$ cat src/rtl/tmr_pkg.sv
// Shared definitions for the timer/event counter unit.
// Assumes the control byte layout below is fixed by software convention.
package tmr_pkg;
    typedef enum logic [1:0] {
        MD_IDLE  = 2'b00,
        MD_EVENT = 2'b01,
        MD_TIMER = 2'b10,
        MD_PULSE = 2'b11
    } tmr_mode_e;

    localparam int CTL_EDGE_BIT = 3;
    localparam int CTL_RUN_BIT  = 4;
    localparam int CTL_PAD_BIT  = 5;
    localparam int CTL_MODE_LO  = 6;
endpackage

$ cat src/rtl/tmr_prescaler.sv
// Free-running divider chain with a power-of-two tick select.
// tick is high one clock in every 2^sel; sel = 0 gives a tick every clock.
// Assumes the chain width is 2^SEL_W - 1 so the largest select fits.
module tmr_prescaler #(
    parameter int SEL_W = 3,
    localparam int DIV_W = (1 << SEL_W) - 1
) (
    input  logic             clk,
    input  logic             rst_n,
    input  logic [SEL_W-1:0] sel,
    output logic             tick,
    output logic [DIV_W-1:0] chain
);
    logic [DIV_W-1:0] mask;

    // Divider chain: counts every clock from reset.
    always_ff @(posedge clk) begin
        if (!rst_n) chain <= '0;
        else        chain <= chain + 1'b1;
    end

    // Low-bit mask of the chain bits that must all be one for a tick.
    for (genvar i = 0; i < DIV_W; i++) begin : g_mask
        assign mask[i] = (i < 32'(sel));
    end

    // Tick when every selected low chain bit is set.
    always_comb tick = &(chain | ~mask);
endmodule

$ cat src/rtl/tmr_edge_sync.sv
// Two-flop synchroniser plus edge detector for the external pin.
// act is the selected active edge, opp is the opposite one; both last one clock.
// Assumes the pin is held for at least two clocks per level.
module tmr_edge_sync (
    input  logic clk,
    input  logic rst_n,
    input  logic pin,
    input  logic fall_sel,
    output logic act,
    output logic opp
);
    logic [2:0] sh;
    logic       rise, fall;

    // Synchroniser and one-clock history stage.
    always_ff @(posedge clk) begin
        if (!rst_n) sh <= '0;
        else        sh <= {sh[1:0], pin};
    end

    // Edge decode and active-edge selection.
    always_comb begin
        rise = sh[1] & ~sh[2];
        fall = ~sh[1] & sh[2];
        act  = fall_sel ? fall : rise;
        opp  = fall_sel ? rise : fall;
    end
endmodule

$ cat src/rtl/tmr_regs.sv
// Control and preload byte storage.
// A control write always wins over the hardware stop request from the counter.
// The pad bit is stored as zero.
module tmr_regs #(
    parameter int CNT_W = 8
) (
    input  logic             clk,
    input  logic             rst_n,
    input  logic             ctl_we,
    input  logic [7:0]       ctl_wdata,
    input  logic             pre_we,
    input  logic [CNT_W-1:0] pre_wdata,
    input  logic             hw_stop,
    output logic [7:0]       ctl_q,
    output logic [CNT_W-1:0] pre_q
);
    import tmr_pkg::*;

    localparam logic [7:0] PAD_MASK = 8'(1 << CTL_PAD_BIT);

    // Control byte: software write, else hardware clear of the run bit.
    always_ff @(posedge clk) begin
        if (!rst_n)       ctl_q <= '0;
        else if (ctl_we)  ctl_q <= ctl_wdata & ~PAD_MASK;
        else if (hw_stop) ctl_q[CTL_RUN_BIT] <= 1'b0;
    end

    // Preload byte.
    always_ff @(posedge clk) begin
        if (!rst_n)      pre_q <= '0;
        else if (pre_we) pre_q <= pre_wdata;
    end
endmodule

$ cat src/rtl/tmr_counter.sv
// Up-counter with reload, overflow strobe, frequency output and pulse-measure control.
// Assumes tick and the edge strobes are single-cycle and synchronous to clk.
module tmr_counter #(
    parameter int CNT_W = 8
) (
    input  logic               clk,
    input  logic               rst_n,
    input  tmr_pkg::tmr_mode_e mode,
    input  logic               run,
    input  logic               tick,
    input  logic               act,
    input  logic               opp,
    input  logic               pre_we,
    input  logic [CNT_W-1:0]   pre_wdata,
    input  logic [CNT_W-1:0]   pre_q,
    output logic [CNT_W-1:0]   cnt,
    output logic               ovf,
    output logic               fout,
    output logic               hw_stop
);
    import tmr_pkg::*;

    localparam logic [CNT_W-1:0] CNT_MAX = '1;

    logic meas;
    logic inc;
    logic wrap;
    logic pulse_on;

    // Advance decision for each mode.
    always_comb begin
        pulse_on = run && (mode == MD_PULSE);
        case (mode)
            MD_EVENT: inc = run && act;
            MD_TIMER: inc = run && tick;
            MD_PULSE: inc = pulse_on && tick && ((meas && !opp) || (!meas && act));
            default:  inc = 1'b0;
        endcase
        wrap    = inc && (cnt == CNT_MAX);
        hw_stop = pulse_on && meas && opp;
    end

    // Measuring flag for pulse-measure mode.
    always_ff @(posedge clk) begin
        if (!rst_n || !pulse_on) meas <= 1'b0;
        else if (!meas && act)   meas <= 1'b1;
        else if (meas && opp)    meas <= 1'b0;
    end

    // Count register: direct load when stopped, reload on wrap, else increment.
    always_ff @(posedge clk) begin
        if (!rst_n)              cnt <= '0;
        else if (pre_we && !run) cnt <= pre_wdata;
        else if (wrap)           cnt <= pre_q;
        else if (inc)            cnt <= cnt + 1'b1;
    end

    // Overflow strobe and frequency output.
    always_ff @(posedge clk) begin
        if (!rst_n) begin
            ovf  <= 1'b0;
            fout <= 1'b0;
        end else begin
            ovf  <= wrap;
            fout <= run ? (fout ^ wrap) : 1'b0;
        end
    end
endmodule

$ cat src/rtl/tmr_unit.sv
// Timer/event counter top: control byte, preload, prescaler, pin sync and counter.
// Assumes the pin is asynchronous and the write strobes are synchronous to clk.
module tmr_unit #(
    parameter int CNT_W = 8,
    parameter int SEL_W = 3,
    localparam int DIV_W = (1 << SEL_W) - 1
) (
    input  logic             clk,
    input  logic             rst_n,
    input  logic             pin_in,
    input  logic             ctl_we,
    input  logic [7:0]       ctl_wdata,
    output logic [7:0]       ctl_rdata,
    input  logic             pre_we,
    input  logic [CNT_W-1:0] pre_wdata,
    output logic [CNT_W-1:0] cnt_q,
    output logic             ovf_pulse,
    output logic             fout,
    output logic [DIV_W-1:0] div_tap
);
    import tmr_pkg::*;

    logic [7:0]       ctl_q;
    logic [CNT_W-1:0] pre_q;
    logic             hw_stop;
    logic             tick, act, opp;
    tmr_mode_e        mode;

    assign mode      = tmr_mode_e'(ctl_q[CTL_MODE_LO +: 2]);
    assign ctl_rdata = ctl_q;

    tmr_regs #(.CNT_W(CNT_W)) u_regs (
        .clk(clk), .rst_n(rst_n),
        .ctl_we(ctl_we), .ctl_wdata(ctl_wdata),
        .pre_we(pre_we), .pre_wdata(pre_wdata),
        .hw_stop(hw_stop), .ctl_q(ctl_q), .pre_q(pre_q)
    );

    tmr_prescaler #(.SEL_W(SEL_W)) u_psc (
        .clk(clk), .rst_n(rst_n),
        .sel(ctl_q[SEL_W-1:0]), .tick(tick), .chain(div_tap)
    );

    tmr_edge_sync u_sync (
        .clk(clk), .rst_n(rst_n), .pin(pin_in),
        .fall_sel(ctl_q[CTL_EDGE_BIT]), .act(act), .opp(opp)
    );

    tmr_counter #(.CNT_W(CNT_W)) u_cnt (
        .clk(clk), .rst_n(rst_n), .mode(mode), .run(ctl_q[CTL_RUN_BIT]),
        .tick(tick), .act(act), .opp(opp),
        .pre_we(pre_we), .pre_wdata(pre_wdata), .pre_q(pre_q),
        .cnt(cnt_q), .ovf(ovf_pulse), .fout(fout), .hw_stop(hw_stop)
    );
endmodule

$ cat config.mk
export PLATFORM = sky130hd
export DESIGN_NAME = tmr_unit
export DESIGN_NICKNAME = d
export VERILOG_FILES = /design/src/rtl/tmr_pkg.sv /design/src/rtl/tmr_prescaler.sv /design/src/rtl/tmr_edge_sync.sv /design/src/rtl/tmr_regs.sv /design/src/rtl/tmr_counter.sv /design/src/rtl/tmr_unit.sv
export SDC_FILE = /design/constraint.sdc
export NUM_CORES = 1
export LEC_CHECK = 0
export ABC_AREA = 0
export BUFFER_PORTS_ARGS = -buffer_cell sky130_fd_sc_hd__buf_2
export CAP_MARGIN = 20
export CORE_AREA = 2 2 83 85
export DETAILED_ROUTE_END_ITERATION = 12
export DIE_AREA = 0 0 85 87
export MAX_ROUTING_LAYER = met4
export SYNTH_ARGS = -nofsm -noshare
export SYNTH_HDL_FRONTEND = slang
export SYNTH_SLANG_ARGS = --single-unit
export TNS_END_PERCENT = 100
$ cat constraint.sdc
create_clock -name clk -period 2 [get_ports clk]
set_clock_uncertainty 0.15 [all_clocks]
set_input_delay 0.4 -clock clk [delete_from_list [all_inputs] [get_ports clk]]
set_output_delay 0.4 -clock clk [all_outputs]
set_load 0.02 [all_outputs]
== Word level (Yosys, flattened, before mapping) ==
Cells that the tools add are included.

* Bits of input ports: 21
* Register bits: 36
* Output and inout port bits: 25
* Logic and storage cells: 63

* $lt $le $gt $ge: 7
* Reduce and logical (&&, ||, !) cells: 24
* Bitwise logic cells: 7
* Add/subtract/negate cells: 2
* Multiplexer cells: 10
* Eq/ne operators: 4

{| class="wikitable"
|+ Operators by type and width
! cell !! count
|-
| $mux 8 || 3
|-
| $logic_and 1x1->1 || 12
|-
| $lt 3x3->1 const A || 3
|-
| $add 8x1->8 const B || 1
|-
| $eq 8x8->1 const B || 1
|-
| $add 7x1->7 const B || 1
|-
| $not 7->7 || 1
|-
| $or 7x7->7 || 1
|-
| $reduce_and 7->1 || 1
|-
| $lt 1x3->1 const A || 2
|-
| $lt 2x3->1 const A || 2
|-
| $mux 1 || 6
|-
| $logic_not 1->1 || 5
|-
| $eq 2x2->1 const B || 2
|-
| $reduce_bool 2->1 || 2
|-
| $pmux 1 s3 || 1
|-
| $reduce_bool 3->1 || 1
|-
| $and 1x1->1 || 2
|-
| $eq 2x1->1 const B || 1
|-
| $logic_or 1x1->1 || 2
|-
| $not 1->1 || 2
|-
| $reduce_and 2->1 || 1
|-
| $xor 1x1->1 || 1
|}

== Logic depth before layout (Yosys ltp) ==
* Depth after elaboration: 11
* Gate-level depth with buffers: 8
* Mapped depth without buffers: 7

== Modules after synthesis ==
Synthesis repeated with hierarchy kept, for this count alone.

* Cell total of the unflattened synthesis: 194
* Area total of the unflattened synthesis: 1839.3 um^2

{| class="wikitable"
|+ By module, submodules not included
! module !! sequential area each (um^2) !! cells each !! area each (um^2) !! times used
|-
| tmr_counter || 220.2 || 99 || 797.0 || 1
|-
| tmr_regs || 300.3 || 50 || 595.6 || 1
|-
| tmr_prescaler || 140.1 || 35 || 316.6 || 1
|-
| tmr_edge_sync || 60.1 || 10 || 130.1 || 1
|}

== Worst setup path after synthesis ==
OpenSTA, ideal clock, no wires.

* Path kind: register -> register
* From: register u_regs.ctl_q[6]
* To: register u_cnt.cnt[6]
* Path slack: 0.014 ns
* Stages on the path, launching flop included: 8
* Library setup time: 0.121 ns
* Buffers on the path: 0
* Arrival time: 1.715 ns
* Data required time: 1.729 ns
* Clock period less this slack: 1.986 ns
* Cell sequence: dfxtp_1 > inv_1 > ha_1 > nand2_1 > nor3_1 > a41o_1 > and2b_2 > mux2_4

* Word-level cells in the longest chain between the ends: 8
* Elaborated cells on any way between the ends: 11
* Classes of those cells: 3 x eq/ne; 3 x mux; 5 x reduce/logical

{| class="wikitable"
|+ RTL lines
! element !! line !! source
|-
| start: declaration || tmr_regs.sv:14 || <nowiki>output logic [7:0] ctl_q,</nowiki>
|-
| start signal: assignment || tmr_regs.sv:24 || <nowiki>else if (ctl_we) ctl_q <= ctl_wdata & ~PAD_MASK;</nowiki>
|-
| $eq 2x2->1 || tmr_counter.sv:32, tmr_counter.sv:33 ||
|-
| $logic_and 1x1->1 || tmr_counter.sv:32 || <nowiki>pulse_on = run && (mode == MD_PULSE);</nowiki>
|-
| $logic_and 1x1->1 (2 in series) || tmr_counter.sv:36 || <nowiki>MD_PULSE: inc = pulse_on && tick && ((meas && !opp) || (!meas && act));</nowiki>
|-
| $pmux 1 s3 (*) || tmr_counter.sv:33 || <nowiki>case (mode)</nowiki>
|-
| $logic_and 1x1->1 || tmr_counter.sv:39 || <nowiki>wrap = inc && (cnt == CNT_MAX);</nowiki>
|-
| $mux 8 || tmr_counter.sv:54 || <nowiki>else if (wrap) cnt <= pre_q;</nowiki>
|-
| $mux 8 || tmr_counter.sv:53 || <nowiki>else if (pre_we && !run) cnt <= pre_wdata;</nowiki>
|-
| end signal: assignment || tmr_counter.sv:53 ||
|-
| end signal: assignment || tmr_counter.sv:54 ||
|-
| end signal: assignment || tmr_counter.sv:55 || <nowiki>else if (inc) cnt <= cnt + 1'b1;</nowiki>
|-
| end: declaration || tmr_counter.sv:16 || <nowiki>output logic [CNT_W-1:0] cnt,</nowiki>
|}

Mark *: on every way between the ends. The rest lies on a longest branch, timed or not.
A chain may end at the register's enable or synchronous reset.

== Final worst setup path ==
* From: register u_sync.sh[1]
* To: register u_cnt.cnt[5]

* Word-level cells in the longest chain between the ends: 11
* Elaborated cells on any way between the ends: 16
* Classes of those cells: 5 x mux; 3 x bitwise; 8 x reduce/logical

{| class="wikitable"
|+ RTL lines
! element !! line !! source
|-
| start: declaration || tmr_edge_sync.sv:12 || <nowiki>logic [2:0] sh;</nowiki>
|-
| start signal: assignment || tmr_edge_sync.sv:18 || <nowiki>else sh <= {sh[1:0], pin};</nowiki>
|-
| $not 1->1 || tmr_edge_sync.sv:24 || <nowiki>fall = ~sh[1] & sh[2];</nowiki>
|-
| $and 1x1->1 || tmr_edge_sync.sv:24 ||
|-
| $mux 1 || tmr_edge_sync.sv:26 || <nowiki>opp = fall_sel ? rise : fall;</nowiki>
|-
| $logic_not 1->1 || tmr_counter.sv:36 ||
|-
| $logic_and 1x1->1 || tmr_counter.sv:36 ||
|-
| $logic_or 1x1->1 || tmr_counter.sv:36 ||
|-
| $logic_and 1x1->1 || tmr_counter.sv:36 ||
|-
| $pmux 1 s3 (*) || tmr_counter.sv:33 ||
|-
| $logic_and 1x1->1 || tmr_counter.sv:39 ||
|-
| $mux 8 || tmr_counter.sv:54 ||
|-
| $mux 8 || tmr_counter.sv:53 ||
|}

Marks and branches as above.

==> summary.md <==
| Metric | Value |
|---|---|
| Worst Path Max Fanout | 6 |
| DR pass1 iterations | 4 |
| Wire per inst | 12.9 µm |
| Data arrival, critical path | 2090 ps |
| Critical-path top delay cell | dfxtp_2 |
| Die Height | 87 µm |
| Residual DRC count | 0 |
| Worst min path class | in -> reg |
| Tot Pwr | 1.71 mW |
| Setup-failing EPs final | 2 |
| HP Start | pin_in |
| Longest Clk Path Bufs | 2 |
| Area Overhead vs Synth | 28.4% |
| Mapped Cells | 222 |
| Finished Layout Cells | 359 |
| R2R cell count | 7 |
| Core footprint | 0.00657 mm² |
| Initial antenna violation count | 0 |
| Hold path depth | 2 |
| Req. time, crit path | 2080 ps |
| Worst path max stage delay | 360 ps |
| Unrepaired setup endpoints after global routing | yes |
| Worst R2R End | u_cnt.cnt[5] |
| Final Cycle Share | 1.01 |
| Worst-path clk slew | 70 ps |
| Final worst setup slack | -17.2 ps |
| Outcome | finished, violations left |
| Top cell family by delay on the critical path | compound AO/OA/AOI/OAI gates |
| Synthesized cell area | 0.00190 mm² |
| Clk_lat worst skew | 290 ps |
| Gpl congestion | 0.859 |
| Vias | 1,744 |
| Total nets after synthesis | 248 |
| Violated checks | setup timing |
| Number of global-route vias before repair | 1,616 |
| Gr usage total | 0.134 |
| Placement Setup Slack | -25.7 ps |
| Clk root buf | clkbuf_8 |
| PwrDens | 703 mW/mm² |
| Critical Path End Type | flip-flop |
| Post-synth ARST share | 0 |
| Rows | 30 |
| # port buffers | 43 |
| Final core utilization | 0.371 |
| Cell Chain, Critical Path | and3b_2, a211oi_2, o21ai_2, a41o_1, buf_6, or3b_1, a31oi_1 |
| Crit path time final | 2020 ps |
| 1st-iter DRT viols | 92 |
| Worst Setup Start Kind | flip-flop |
| Hold EP | u_sync.sh[0] |
| Die Wd | 85 µm |
| I/O Pins | 46 |
| R2R Setup Slk | -20 ps |
| Post-DP HPWL | 3.27 mm |
| Kind of critical path | reg -> reg |
| Maximum resistive drop on vdd | 0.418 mV |
| Sequential area share after synthesis | 0.380 |
| CTS tree | done |
| Mapped Avg Cell Area | 8.54 µm² |
| Starting Density | 0.289 |
| Yosys warns | 0 |
| Detailed-route vias per instance | 4.86 |
| Max Cap Viol | 0 |
| Nets | 304 |
| Ratio of cells with drive above 1 in the final layout | 0.344 |
| H-tree levels | 2 |
| # diodes | 0 |
| Placed cell count | 347 |
| Pleak | 1.10 nW |
| Die area | 0.00740 mm² |
| Post-synth EDFFs | 0 |
| Largest net degree at the start of global routing | 16 |
| # clock sinks | 36 |
| F_max | 496 MHz |
| Final hold violation count | 0 |
| Crit Reg-Reg Startpoint | u_sync.sh[1] |
| Synth Register Bits | 36 |
| First-pass GRT wire length | 7.68 mm |
| Hold WS | 160 ps |
| Unique masters post-synth | 52 |
| Post-route ant nets | 0 |
| Total CTS buffers | 5 |
| Gr ovfl total | 0 |
| Max-slew violation count | 0 |
| Drt total wl | 4.63 mm |
| Dominant synthesized flop cell | dfxtp_1 |
| WP buf/inv | 1 |
==> report_power, final <==
part	switching [mW]	internal (mW)	total, mW
Combinational	0.148	0.125	0.274
Clock	0.275	0.370	0.645
Sequential	0.0399	0.754	0.794
Total	0.463	1.25	1.71
==> routing by layer <==
layer | GRT usage | share of wire | up-vias
li1 | - | - | 894
met1 | 0.163 | 0.46 | 794
met2 | 0.211 | 0.45 | 49
met3 | 0.0370 | 0.072 | 7
met4 | 0.0534 | 0.015 | 0
met5 | - | 0 | -
==> synthesized netlist by cell type (all sizes together) (6+ instances only) <==
cell type  number  area (µm²)
a21oi          12        60.1
dfxtp          36         721
and3            6        40.0
inv             7        26.3
a31oi           8        50.1
buf             6        45.0
and2            6        38.8
nand3           7        35.0
mux2i          14         140
nor2           34         128
nand2          19        71.3
clkbuf          8        51.3
==> flip-flops by register name (all words and copies together), names as in the netlist <==
name	cells
u_regs.pre_q	8
u_regs.ctl_q	7
u_sync.sh	3
u_psc.chain	7
u_cnt.ovf	1
u_cnt.cnt	8
u_cnt.meas	1
u_cnt.fout	1
==> worst max-delay path by stage <==
| stage | from | end | slack, ps | depth (start not counted) |
|---|---|---|---|---|
| 2_1_floorplan | u_regs.ctl_q[6] | u_cnt.cnt[6] | 10 | 7 |
| 3_3_place_gp | u_sync.sh[1] | u_cnt.cnt[5] | 8 | 7 |
| 3_5_place_dp | u_sync.sh[1] | u_cnt.cnt[5] | -30 | 7 |
| 4_1_cts | u_sync.sh[1] | u_cnt.cnt[5] | -30 | 7 |
| 5_1_grt | u_sync.sh[1] | u_cnt.cnt[2] | -130 | 7 |
| 6_report | u_sync.sh[1] | u_cnt.cnt[5] | -20 | 7 |
==> cell usage in the layout (no fill, tap or decap), types with 2 or more instances in the layout <==
cell type  synthesis  routed
a211oi_1           3       3
a21oi_1           12      10
a21oi_2            0       2
a311oi_1           2       2
a31oi_1            8       8
and2_1             5       5
and2b_2            2       2
and3_1             4       4
and3_2             2       2
buf_2              0      43
buf_4              3      19
clkbuf_8           2       5
dfxtp_1           36      31
dfxtp_2            0       4
ha_1               5       4
inv_1              6       6
mux2i_1           14      14
nand2_1           19      18
nand3_1            7       7
nand4_1            3       3
nor2_1            34      34
nor3_1             5       4
o21ai_0            4       4
or3b_1             4       4
xnor2_1            3       3
xor2_1             4       4
==> cell families (layout without fill, tap and decap cells) <==
kind of cell             Yosys count  count (layout)  synth area share
AO/OA/AOI/OAI                     44              44             0.161
XOR/XNOR                           7               7            0.0323
adder cells (fa/ha/maj)            5               5            0.0330
buffers and inverters             21              78            0.0646
flip-flops                        36              36             0.380
multiplexers                      15              15            0.0818
other                              1               1           0.00198
AND/OR/NAND/NOR                   93              93             0.245
==> layout make-up <==
cell class                 instances  area [µm²]
clock buffer                       6        72.6
clock inverter                     2        35.0
fill                             675        4130
inverter                           7        26.3
multi-input combinational        165        1100
sequential                        36         729
tap                               80         100
timing repair buffer              63         369
==> repair_timing <==
action / 4_1_cts / 5_1_grt
pin swaps: 1 / 6
endpoints found under the setup margin: 5 / 9
setup buffers: 3 / 1
gates resized for setup: 4 / 12
hold buffers: 0 / 0
endpoints found under the hold margin: 0 / 0
==> through the flow <==
stage          cell area, µm²  TNS, ps
4_1_cts                  2370    -90.2
5_1_grt                  2430     -606
3_5_place_dp             2240    -73.0
3_3_place_gp             2240        0
2_1_floorplan            1900        0
6_report                 2430    -29.8
Power figures use the tool's default switching activity.
